### config.mk
export PLATFORM = sky130hd
export DESIGN_NAME = rx_frame_fifo
export DESIGN_NICKNAME = d
export VERILOG_FILES = /design/src/rtl/rxf_pkg.sv /design/src/rtl/rxf_ctrl.sv /design/src/rtl/rxf_store.sv /design/src/rtl/rxf_sticky.sv /design/src/rtl/rx_frame_fifo.sv
export SDC_FILE = /design/constraint.sdc
export NUM_CORES = 2
export LEC_CHECK = 0
export BUFFER_PORTS_ARGS = -buffer_cell sky130_fd_sc_hd__buf_2
export CAP_MARGIN = 20
export CORE_UTILIZATION = 60
export CTS_BUF_LIST = sky130_fd_sc_hd__clkbuf_4
export CTS_CLUSTER_DIAMETER = 50
export DETAILED_ROUTE_END_ITERATION = 8
export HOLD_SLACK_MARGIN = 0.15
export MAX_ROUTING_LAYER = met4
export PLACE_DENSITY_LB_ADDON = 0.05
export REMOVE_ABC_BUFFERS = 1
export SYNTH_ARGS = -nofsm -noshare
export SYNTH_HDL_FRONTEND = slang
export SYNTH_SLANG_ARGS = --single-unit
### constraint.sdc
create_clock -name clk -period 8.34 [get_ports clk]
set_input_delay 0.834 -clock clk [delete_from_list [all_inputs] [get_ports clk]]
set_output_delay 0.834 -clock clk [all_outputs]
set_load 0.01 [all_outputs]
### src/rtl/rxf_pkg.sv
package rxf_pkg;
    localparam int DATA_W = 8;

    typedef enum logic [1:0] {
        S_IDLE   = 2'd0,
        S_WIN    = 2'd1,
        S_STREAM = 2'd2,
        S_DROP   = 2'd3
    } rxf_state_t;

    typedef struct packed {
        logic [DATA_W-1:0] data;
        logic              last;
        logic              ovf;
    } rxf_entry_t;
endpackage

### src/rtl/rxf_ctrl.sv
module rxf_ctrl
    import rxf_pkg::*;
#(
    parameter int DEPTH    = 256,
    parameter int CW       = 8,
    parameter int KEEP_MIN = 64
) (
    input  logic                    clk,
    input  logic                    rst_n,
    input  logic [CW-1:0]           cfg_colwin,
    input  logic                    rx_sfd,
    input  logic                    rx_valid,
    input  logic [DATA_W-1:0]       rx_data,
    input  logic                    rx_last,
    input  logic                    rx_collision,
    input  logic                    rx_reject,
    input  logic [$clog2(DEPTH):0]  rd_ptr,
    output logic                    we,
    output logic [$clog2(DEPTH)-1:0] waddr,
    output rxf_entry_t              wentry,
    output logic [$clog2(DEPTH):0]  wr_ptr,
    output logic [$clog2(DEPTH):0]  cmt_ptr,
    output logic                    ovf_evt,
    output rxf_state_t              st
);
    localparam int AW = $clog2(DEPTH);
    localparam int PW = AW + 1;
    localparam int LW = ((PW > CW) ? PW : CW) + 1;

    rxf_state_t          st_n;
    logic [PW-1:0]       wr_ptr_n, cmt_n, fs_ptr, fs_n;
    logic [LW-1:0]       flen, flen_n, flen_inc, thr, colw_ext;
    logic [DATA_W-1:0]   prev_byte, prev_n;
    logic [PW-1:0]       fill;
    logic                full, in_window;

    assign colw_ext  = LW'(cfg_colwin);
    assign thr       = (colw_ext > LW'(KEEP_MIN)) ? colw_ext : LW'(KEEP_MIN);
    assign fill      = wr_ptr - rd_ptr;
    assign full      = fill[AW];
    assign flen_inc  = flen + 1'b1;
    assign in_window = (st == S_WIN);

    // state register
    always_ff @(posedge clk) begin
        if (!rst_n) begin
            st        <= S_IDLE;
            wr_ptr    <= '0;
            cmt_ptr   <= '0;
            fs_ptr    <= '0;
            flen      <= '0;
            prev_byte <= '0;
        end else begin
            st        <= st_n;
            wr_ptr    <= wr_ptr_n;
            cmt_ptr   <= cmt_n;
            fs_ptr    <= fs_n;
            flen      <= flen_n;
            prev_byte <= prev_n;
        end
    end

    // next state and write outputs
    always_comb begin
        st_n     = st;
        wr_ptr_n = wr_ptr;
        cmt_n    = cmt_ptr;
        fs_n     = fs_ptr;
        flen_n   = flen;
        prev_n   = prev_byte;
        we       = 1'b0;
        waddr    = wr_ptr[AW-1:0];
        wentry   = '{data: rx_data, last: rx_last, ovf: 1'b0};
        ovf_evt  = 1'b0;
        unique case (st)
            S_IDLE: begin
                if (rx_sfd) begin
                    fs_n   = wr_ptr;
                    flen_n = '0;
                    st_n   = S_WIN;
                end
            end
            S_WIN, S_STREAM: begin
                if (in_window && (rx_collision || rx_reject)) begin
                    wr_ptr_n = fs_ptr;
                    st_n     = S_IDLE;
                end else if (rx_valid) begin
                    if (full) begin
                        ovf_evt = 1'b1;
                        if (flen >= LW'(KEEP_MIN)) begin
                            we     = 1'b1;
                            waddr  = AW'(wr_ptr - 1'b1);
                            wentry = '{data: prev_byte, last: 1'b1, ovf: 1'b1};
                            cmt_n  = wr_ptr;
                        end else begin
                            wr_ptr_n = fs_ptr;
                        end
                        st_n = rx_last ? S_IDLE : S_DROP;
                    end else begin
                        we       = 1'b1;
                        wr_ptr_n = wr_ptr + 1'b1;
                        flen_n   = flen_inc;
                        prev_n   = rx_data;
                        if (rx_last) begin
                            st_n = S_IDLE;
                            if (flen_inc >= thr) cmt_n = wr_ptr + 1'b1;
                            else wr_ptr_n = fs_ptr;
                        end else if (flen_inc >= thr) begin
                            st_n  = S_STREAM;
                            cmt_n = wr_ptr;
                        end
                    end
                end
            end
            S_DROP: begin
                if (rx_valid && rx_last) st_n = S_IDLE;
            end
            default: st_n = S_IDLE;
        endcase
    end
endmodule

### src/rtl/rxf_store.sv
module rxf_store
    import rxf_pkg::*;
#(
    parameter int DEPTH = 256
) (
    input  logic                     clk,
    input  logic                     rst_n,
    input  logic                     we,
    input  logic [$clog2(DEPTH)-1:0] waddr,
    input  rxf_entry_t               wentry,
    input  logic [$clog2(DEPTH):0]   cmt_ptr,
    input  logic                     rd_en,
    output logic [$clog2(DEPTH):0]   rd_ptr,
    output logic                     rd_avail,
    output rxf_entry_t               head
);
    localparam int AW = $clog2(DEPTH);

    rxf_entry_t mem [DEPTH];

    always_ff @(posedge clk) begin
        if (we) mem[waddr] <= wentry;
    end

    assign rd_avail = (rd_ptr != cmt_ptr);
    assign head     = mem[rd_ptr[AW-1:0]];

    always_ff @(posedge clk) begin
        if (!rst_n) rd_ptr <= '0;
        else if (rd_en && rd_avail) rd_ptr <= rd_ptr + 1'b1;
    end
endmodule

### src/rtl/rxf_sticky.sv
module rxf_sticky (
    input  logic clk,
    input  logic rst_n,
    input  logic set_evt,
    input  logic clr,
    output logic flag
);
    always_ff @(posedge clk) begin
        if (!rst_n)       flag <= 1'b0;
        else if (set_evt) flag <= 1'b1;
        else if (clr)     flag <= 1'b0;
    end
endmodule

### src/rtl/rx_frame_fifo.sv
module rx_frame_fifo
    import rxf_pkg::*;
#(
    parameter int DEPTH    = 256,
    parameter int CW       = 8,
    parameter int KEEP_MIN = 64
) (
    input  logic              clk,
    input  logic              rst_n,
    input  logic [CW-1:0]     cfg_colwin,
    input  logic              rx_sfd,
    input  logic              rx_valid,
    input  logic [DATA_W-1:0] rx_data,
    input  logic              rx_last,
    input  logic              rx_collision,
    input  logic              rx_reject,
    input  logic              rx_err,
    input  logic              rd_en,
    output logic              rd_avail,
    output logic [DATA_W-1:0] rd_data,
    output logic              rd_last,
    output logic              rd_ovf,
    input  logic              ovf_clr,
    output logic              ovf_flag,
    output logic              ovf_irq
);
    localparam int AW = $clog2(DEPTH);
    localparam int PW = AW + 1;

    logic          we;
    logic [AW-1:0] waddr;
    rxf_entry_t    wentry, head;
    logic [PW-1:0] wr_ptr, cmt_ptr, rd_ptr;
    logic          ovf_evt;
    rxf_state_t    st;
    logic          unused_err;

    assign unused_err = rx_err;

    rxf_ctrl #(.DEPTH(DEPTH), .CW(CW), .KEEP_MIN(KEEP_MIN)) u_ctrl (
        .clk(clk), .rst_n(rst_n), .cfg_colwin(cfg_colwin),
        .rx_sfd(rx_sfd), .rx_valid(rx_valid), .rx_data(rx_data),
        .rx_last(rx_last), .rx_collision(rx_collision), .rx_reject(rx_reject),
        .rd_ptr(rd_ptr), .we(we), .waddr(waddr), .wentry(wentry),
        .wr_ptr(wr_ptr), .cmt_ptr(cmt_ptr), .ovf_evt(ovf_evt), .st(st)
    );

    rxf_store #(.DEPTH(DEPTH)) u_store (
        .clk(clk), .rst_n(rst_n), .we(we), .waddr(waddr), .wentry(wentry),
        .cmt_ptr(cmt_ptr), .rd_en(rd_en), .rd_ptr(rd_ptr),
        .rd_avail(rd_avail), .head(head)
    );

    rxf_sticky u_sticky (
        .clk(clk), .rst_n(rst_n), .set_evt(ovf_evt), .clr(ovf_clr), .flag(ovf_flag)
    );

    assign rd_data = head.data;
    assign rd_last = head.last;
    assign rd_ovf  = head.ovf;
    assign ovf_irq = ovf_flag;
endmodule

# ---- After elaboration in Yosys (flattened, before gate mapping)
# Memory sizes are Yosys's and may differ from the RTL's. A register that Yosys moved wholly into a read port is not among the register bits.
# Cells that the tools add are included.
dict set report classes {
  n_addsub 5
  n_eq_ne 13
  n_bitwise 2
  order_cmp 3
  muxes 51
  reduce_logical 16
}
# op n
set ops {}
lappend ops {{9-bit 2-to-1 mux} 11}
lappend ops {{10-bit 2-to-1 mux} 9}
lappend ops {{8-bit 2-to-1 mux} 8}
lappend ops {{10-bit one-hot mux with 2 select lines} 1}
lappend ops {{9-bit by 1-bit adder with 9-bit output (second input constant)} 2}
lappend ops {{2-bit 2-to-1 mux} 8}
lappend ops {{1-bit 2-to-1 mux} 13}
lappend ops {{10-bit by 1-bit adder with 10-bit output (second input constant)} 1}
lappend ops {{10-bit greater-or-equal comparator} 1}
lappend ops {{10-bit by 7-bit greater-or-equal comparator with 1-bit output (second input constant)} 1}
lappend ops {{2-bit inequality test (second input constant)} 5}
lappend ops {{5-bit AND reduction} 2}
lappend ops {{9-bit inequality test} 1}
lappend ops {{9-bit subtractor} 1}
lappend ops {{8-bit by 7-bit > comparator with 1-bit output (second input constant)} 1}
lappend ops {{4-bit AND reduction} 2}
lappend ops {{2-bit nonzero test} 4}
lappend ops {{8-bit by 1-bit subtractor with 8-bit output (second input constant)} 1}
lappend ops {{2-bit one-hot mux with 3 select lines} 1}
lappend ops {{5-bit by 2-bit inequality test with 1-bit output (second input constant)} 1}
lappend ops {{2-bit == test (second input constant)} 2}
lappend ops {{1-bit logical AND} 3}
lappend ops {{3-bit by 2-bit inequality test with 1-bit output (second input constant)} 1}
lappend ops {{3-bit inequality test (second input constant)} 1}
lappend ops {{8 further kinds} 9}
dict set report word_totals {
  mem_bits_rw 2560
  mem_count 1
  ff_bits 57
}
# memory words width rd rd_clocked_by_memory_dff wr line_no
set mem_list {}
lappend mem_list {u_store.mem 256 10 1 1 1 rxf_store.sv:19} ;# rxf_entry_t mem [DEPTH];

# ---- Depth between registers and ports, before layout
dict set report depth {
  ltp_word 9
  mapped_depth 13
  ltp_nobuf 11
}

# ---- By module
# From an unflattened synthesis, not the netlist that was laid out.
dict set report unflattened {
  hier_cells 5080
  hier_area_um2 102857.4
}
# module area_per_inst_um2 instances seq_area_each_um2 cells_per_inst
set by_module_without_submodules {}
lappend by_module_without_submodules {rxf_store 99237.7 1 77214.1 4644}
lappend by_module_without_submodules {rxf_ctrl 3570.9 1 940.9 432}
lappend by_module_without_submodules {rxf_sticky 41.3 1 20.0 3}
lappend by_module_without_submodules {rx_frame_fifo 7.5 1 0.0 1}

# ---- Worst setup path before layout
# OpenSTA, ideal clock, no wires.
dict set report synth_path {
  kind {reg2reg}
  start {register u_store.rd_ptr[3]}
  end {memory u_store.mem[0][1] (netlist name), data pin}
  path_stages_with_launch 11
  n_path_buf 2
  arrival_ns 5.350
  path_slack_ns 2.088
  required_time_ns 7.438
  cell_sequence {dfxtp_1 -> inv_1 -> ha_1 -> o21a_1 -> nor2_1 -> o31a_1 -> buf_2 -> nor3_2 -> buf_2 -> nand2_1 -> nand2b_1}
}
# item line_no
set synth_rtl {}
lappend synth_rtl {{start, declared} rxf_store.sv:13} ;# output logic [$clog2(DEPTH):0] rd_ptr,
lappend synth_rtl {{start signal, assigned} rxf_store.sv:30} ;# else if (rd_en && rd_avail) rd_ptr <= rd_ptr + 1'b1;
lappend synth_rtl {{end, declared} rxf_store.sv:19}

==> run_results.csv <==
group,metric,value,unit
route,ant_nets,0,
final_layout,fin_area,0.115,mm^2
route,detailedRoute.firstIterationViolations,5629,
synth,seq_area_frac_synth,76.0,%
clocking,clock_sinks,2625,
timing,max_slew.worst_pin.slew,1.22,ns
timing,grt_setup_unrepaired,"no",
setup_path,cp-start-kind,"flop",
clocking,clk_path_buf_depth,4,
synth,synth_enable_flop_cells,2560,
timing,final_critical_path_setup_slack,1.49,ns
power,worst_ir_drop_vdd,200,uV
setup_path,number_of_buffers_and_inverters_on_the_critical_path,3,
power,power.leakage,36.1,nW
clocking,cts_root_buffer_type,"clkbuf_4",
timing,finalClockSkew,0.0738,ns
placement,dpl-instance-area,0.107,mm^2
clocking,clk-insertion-delay-late,1.43,ns
setup_path,crit_path_max_incr_delay,0.69,ns
clocking,cts_setup_buffers,0,
setup_path,cell_repeated_most_along_the_worst_path,"mux4_2",
synth,synth_most_common_cell,"edfxtp_1",
route,detail_route.drc_violations,0,
synth,main_flop_type_after_synthesis,"edfxtp_1",
synth,synth.largest_area_cell,"edfxtp_1",
synth,share_of_synthesized_registers_carrying_an_async_set_or_reset,0,%
timing,final_period_minus_worst_setup_slack,6.85,ns
floorplanning,die_w,416,um
synth,synth_top_cells_by_area,"edfxtp_1 (75%), mux4_2 (15%), mux2i_1 (1.5%)",
timing,timing.final.hold_violations,0,
route,route.final.wire_length,244000,um
route,drt-vias-per-instance,6.43,
setup_path,critPathKind,"flop to primary output",
final_layout,post_route_cells_drive_above_1_share,34.6,%
grt,grt_antenna_before_repair,10,
synth,synth.avg_cell_area,21.2,um^2
synth,netlist_area,0.103,mm^2
setup_path,setup.worst_path.end_class,"primary output",
grt,grt_pass1_wl,355000,um
worst_hold_path,worst_hold_path_type,"input pin to flop",
synth,syn_inst,4859,
setup_path,worstPathRequired,7.51,ns
setup_path,worstPathMaxFanout,86,
synth,ys_top_cells_by_count,"edfxtp_1 (2560), mux4_2 (671), nor2_1 (162)",
floorplanning,initial_utilization,60.6,%
flow_run,cap_violations,0,
timing,max_slew_margin,18.7,%
grt,grt_max_degree,221,
status,run_status,"finished clean",
timing,fin_tns_setup,0,ns
final_layout,fillerInstances,11100,
floorplanning,ios,39,
floorplanning,die-area,0.173,mm^2
route,drt_pre_antenna_iters,6,
clocking,numCtsBuffers,661,
grt,grt_pass1_vias,53300,
clocking,cts_resized,0,
placement,place.port_buffers,37,
placement,place_congestion,0.841,
setup_path,crit_slowest_cell,"buf_4",
grt,track_usage,29.4,%
placement,post-place-ws,2.76,ns
synth,portion_of_synthesized_cell_area_occupied_by_the_leading_cell_type,74.7,%
final_layout,ff_latch_area,0.0782,mm^2
route,dr_total_vias,52700,
setup_path,cells_along_the_critical_path,"buf_12 -> buf_4 -> mux4_2 -> mux4_2 -> mux2i_1 -> a21oi_1 -> nor3_1 -> a211oi_1 -> buf_2",
final_layout,multi_input_area,0.0237,mm^2
timing,period_share,82.2,%
timing,slew_viol_final,0,
grt,grt-ovfl-total,0,
synth,synth_seq_cells,2625,
floorplanning,fp.coreArea,0.170,mm^2
setup_path,worstPathArrival,6.02,ns
final_layout,nNetsFinal,5594,
clocking,cts_hold_buffers,36,
timing,timing.final.setup_violations,0,
setup_path,worst_path_dominant_cell_family,"buffers and inverters",
synth,yosys_warnings,0,
floorplanning,row_count,151,
synth,synth.lib_cells_used.distinct,71,
timing,clock.fmax,146,MHz
clocking,cts_tree,"yes",
power,powerDensity,245,mW/mm^2
placement,dp_hpwl,140000,um
route,drt-wirelength-per-cell,29.8,um
clocking,cts-htree-levels,6,
clocking,cts.reportedPaths.clkPinSlew,0.06,ns
final_layout,syn2layout_area_growth,12.1,%
floorplanning,die_h,416,um
[cells by family (layout without fill, tap and decap cells)]
kind of cell / count (synthesis) / count (layout) / synth area share (%)
and+or+nand+nor: 576 / 576 / 2.83
AOI/OAI and AO/OA: 438 / 438 / 2.89
adders and majority gates: 23 / 23 / 0.280
buffers and inverters: 326 / 1443 / 1.41
DFF: 2625 / 2625 / 76.0
muxes: 837 / 837 / 16.3
other: 0 / 11 / 0
xor gates and xnor gates: 34 / 34 / 0.289
[report_power, final]
part / switching (mW) / internal, mW
Clock: 4.90 / 5.42
Combinational: 1.84 / 1.62
Sequential: 0.0639 / 14.5
Total: 6.80 / 21.5
[sequential cells by signal, indices dropped and copies added (netlist names), named ones only]
| name | count |
|---|---|
| u_ctrl.cmt_ptr | 9 |
| u_ctrl.flen | 10 |
| u_ctrl.fs_ptr | 9 |
| u_ctrl.prev_byte | 8 |
| u_ctrl.st | 2 |
| u_ctrl.wr_ptr | 9 |
| u_sticky.flag | 1 |
| u_store.mem | 2560 |
| u_store.rd_ptr | 9 |
[layer usage]
metal	share of wire [%]	GRT usage, %
met5	0	-
met1	41	41.6
met2	48	43.9
met4	2.6	9.51
met3	7.8	5.85
[cell type report]
type / instances / area share [%]
timing repair buffer: 323 / 2.31
clock inverter: 134 / 0.599
multi-input combinational: 1908 / 20.6
inverter: 26 / 0.0911
tap: 2218 / 2.40
sequential: 2625 / 67.8
clock buffer: 960 / 6.25
antenna: 11 / 0.0239
[path summary, 6_finish.rpt]
path	from	end	slack, ns	cells after the start
min reg2reg	u_ctrl.fs_ptr[4]	u_ctrl.fs_ptr[4]	0.45	2
min	rx_sfd	u_ctrl.fs_ptr[8]	0.36	4
max	flop	rd_data[1]	1.49	9
max reg2reg	u_ctrl.st[0]	u_store.mem[214][3]	2.82	10
[cells in the final DEF, fill, tap and decap left out, types with 17 or more instances in the layout]
cell type      netlist  final
or3_1               21     21
o22ai_1             41     41
o221ai_1            45     45
dfxtp_1             65     59
nor2_1             162    161
edfxtp_1          2560   2560
mux2i_1            150    150
buf_4               22    230
dlygate4sd3_1        0     36
nand2_1             82     82
nand3_1             45     45
o21ai_0             40     40
o211ai_1            17     17
a22oi_1             53     53
inv_1               24     23
nor3_1             147    129
mux4_2             671    671
ha_1                23     23
nor4_2               4     28
nor3_2               7     24
a21oi_1            129    129
a211oi_1            27     27
buf_2              111     37
clkinv_1             2    103
xnor2_1             20     20
clkbuf_4             0    960
[stage by stage]
stage / utilization, % / cells / hold WS (ns) / power [mW]
floorplan: - / 4559 / 0.434 / 18.2
global placement: 63.0 / 7050 / 0.446 / 18.3
detailed placement: 63.0 / 7055 / 0.450 / 18.3
CTS: 67.9 / 8185 / 0.220 / 28.6
global route: 67.9 / 8202 / 0.309 / 29.4
finish: 67.9 / 8205 / 0.364 / 28.3
[worst reg2reg max path: cells and delay by family (launching register included)]
kind            cells  cell delay (ns)
mux                 1             0.59
fa+ha+maj           1             0.59
simple gates        5             2.45
buf+inv             2             0.55
compound gates      1             0.57
flops               1             0.37
No activity file was read; power rests on OpenSTA's default activity.
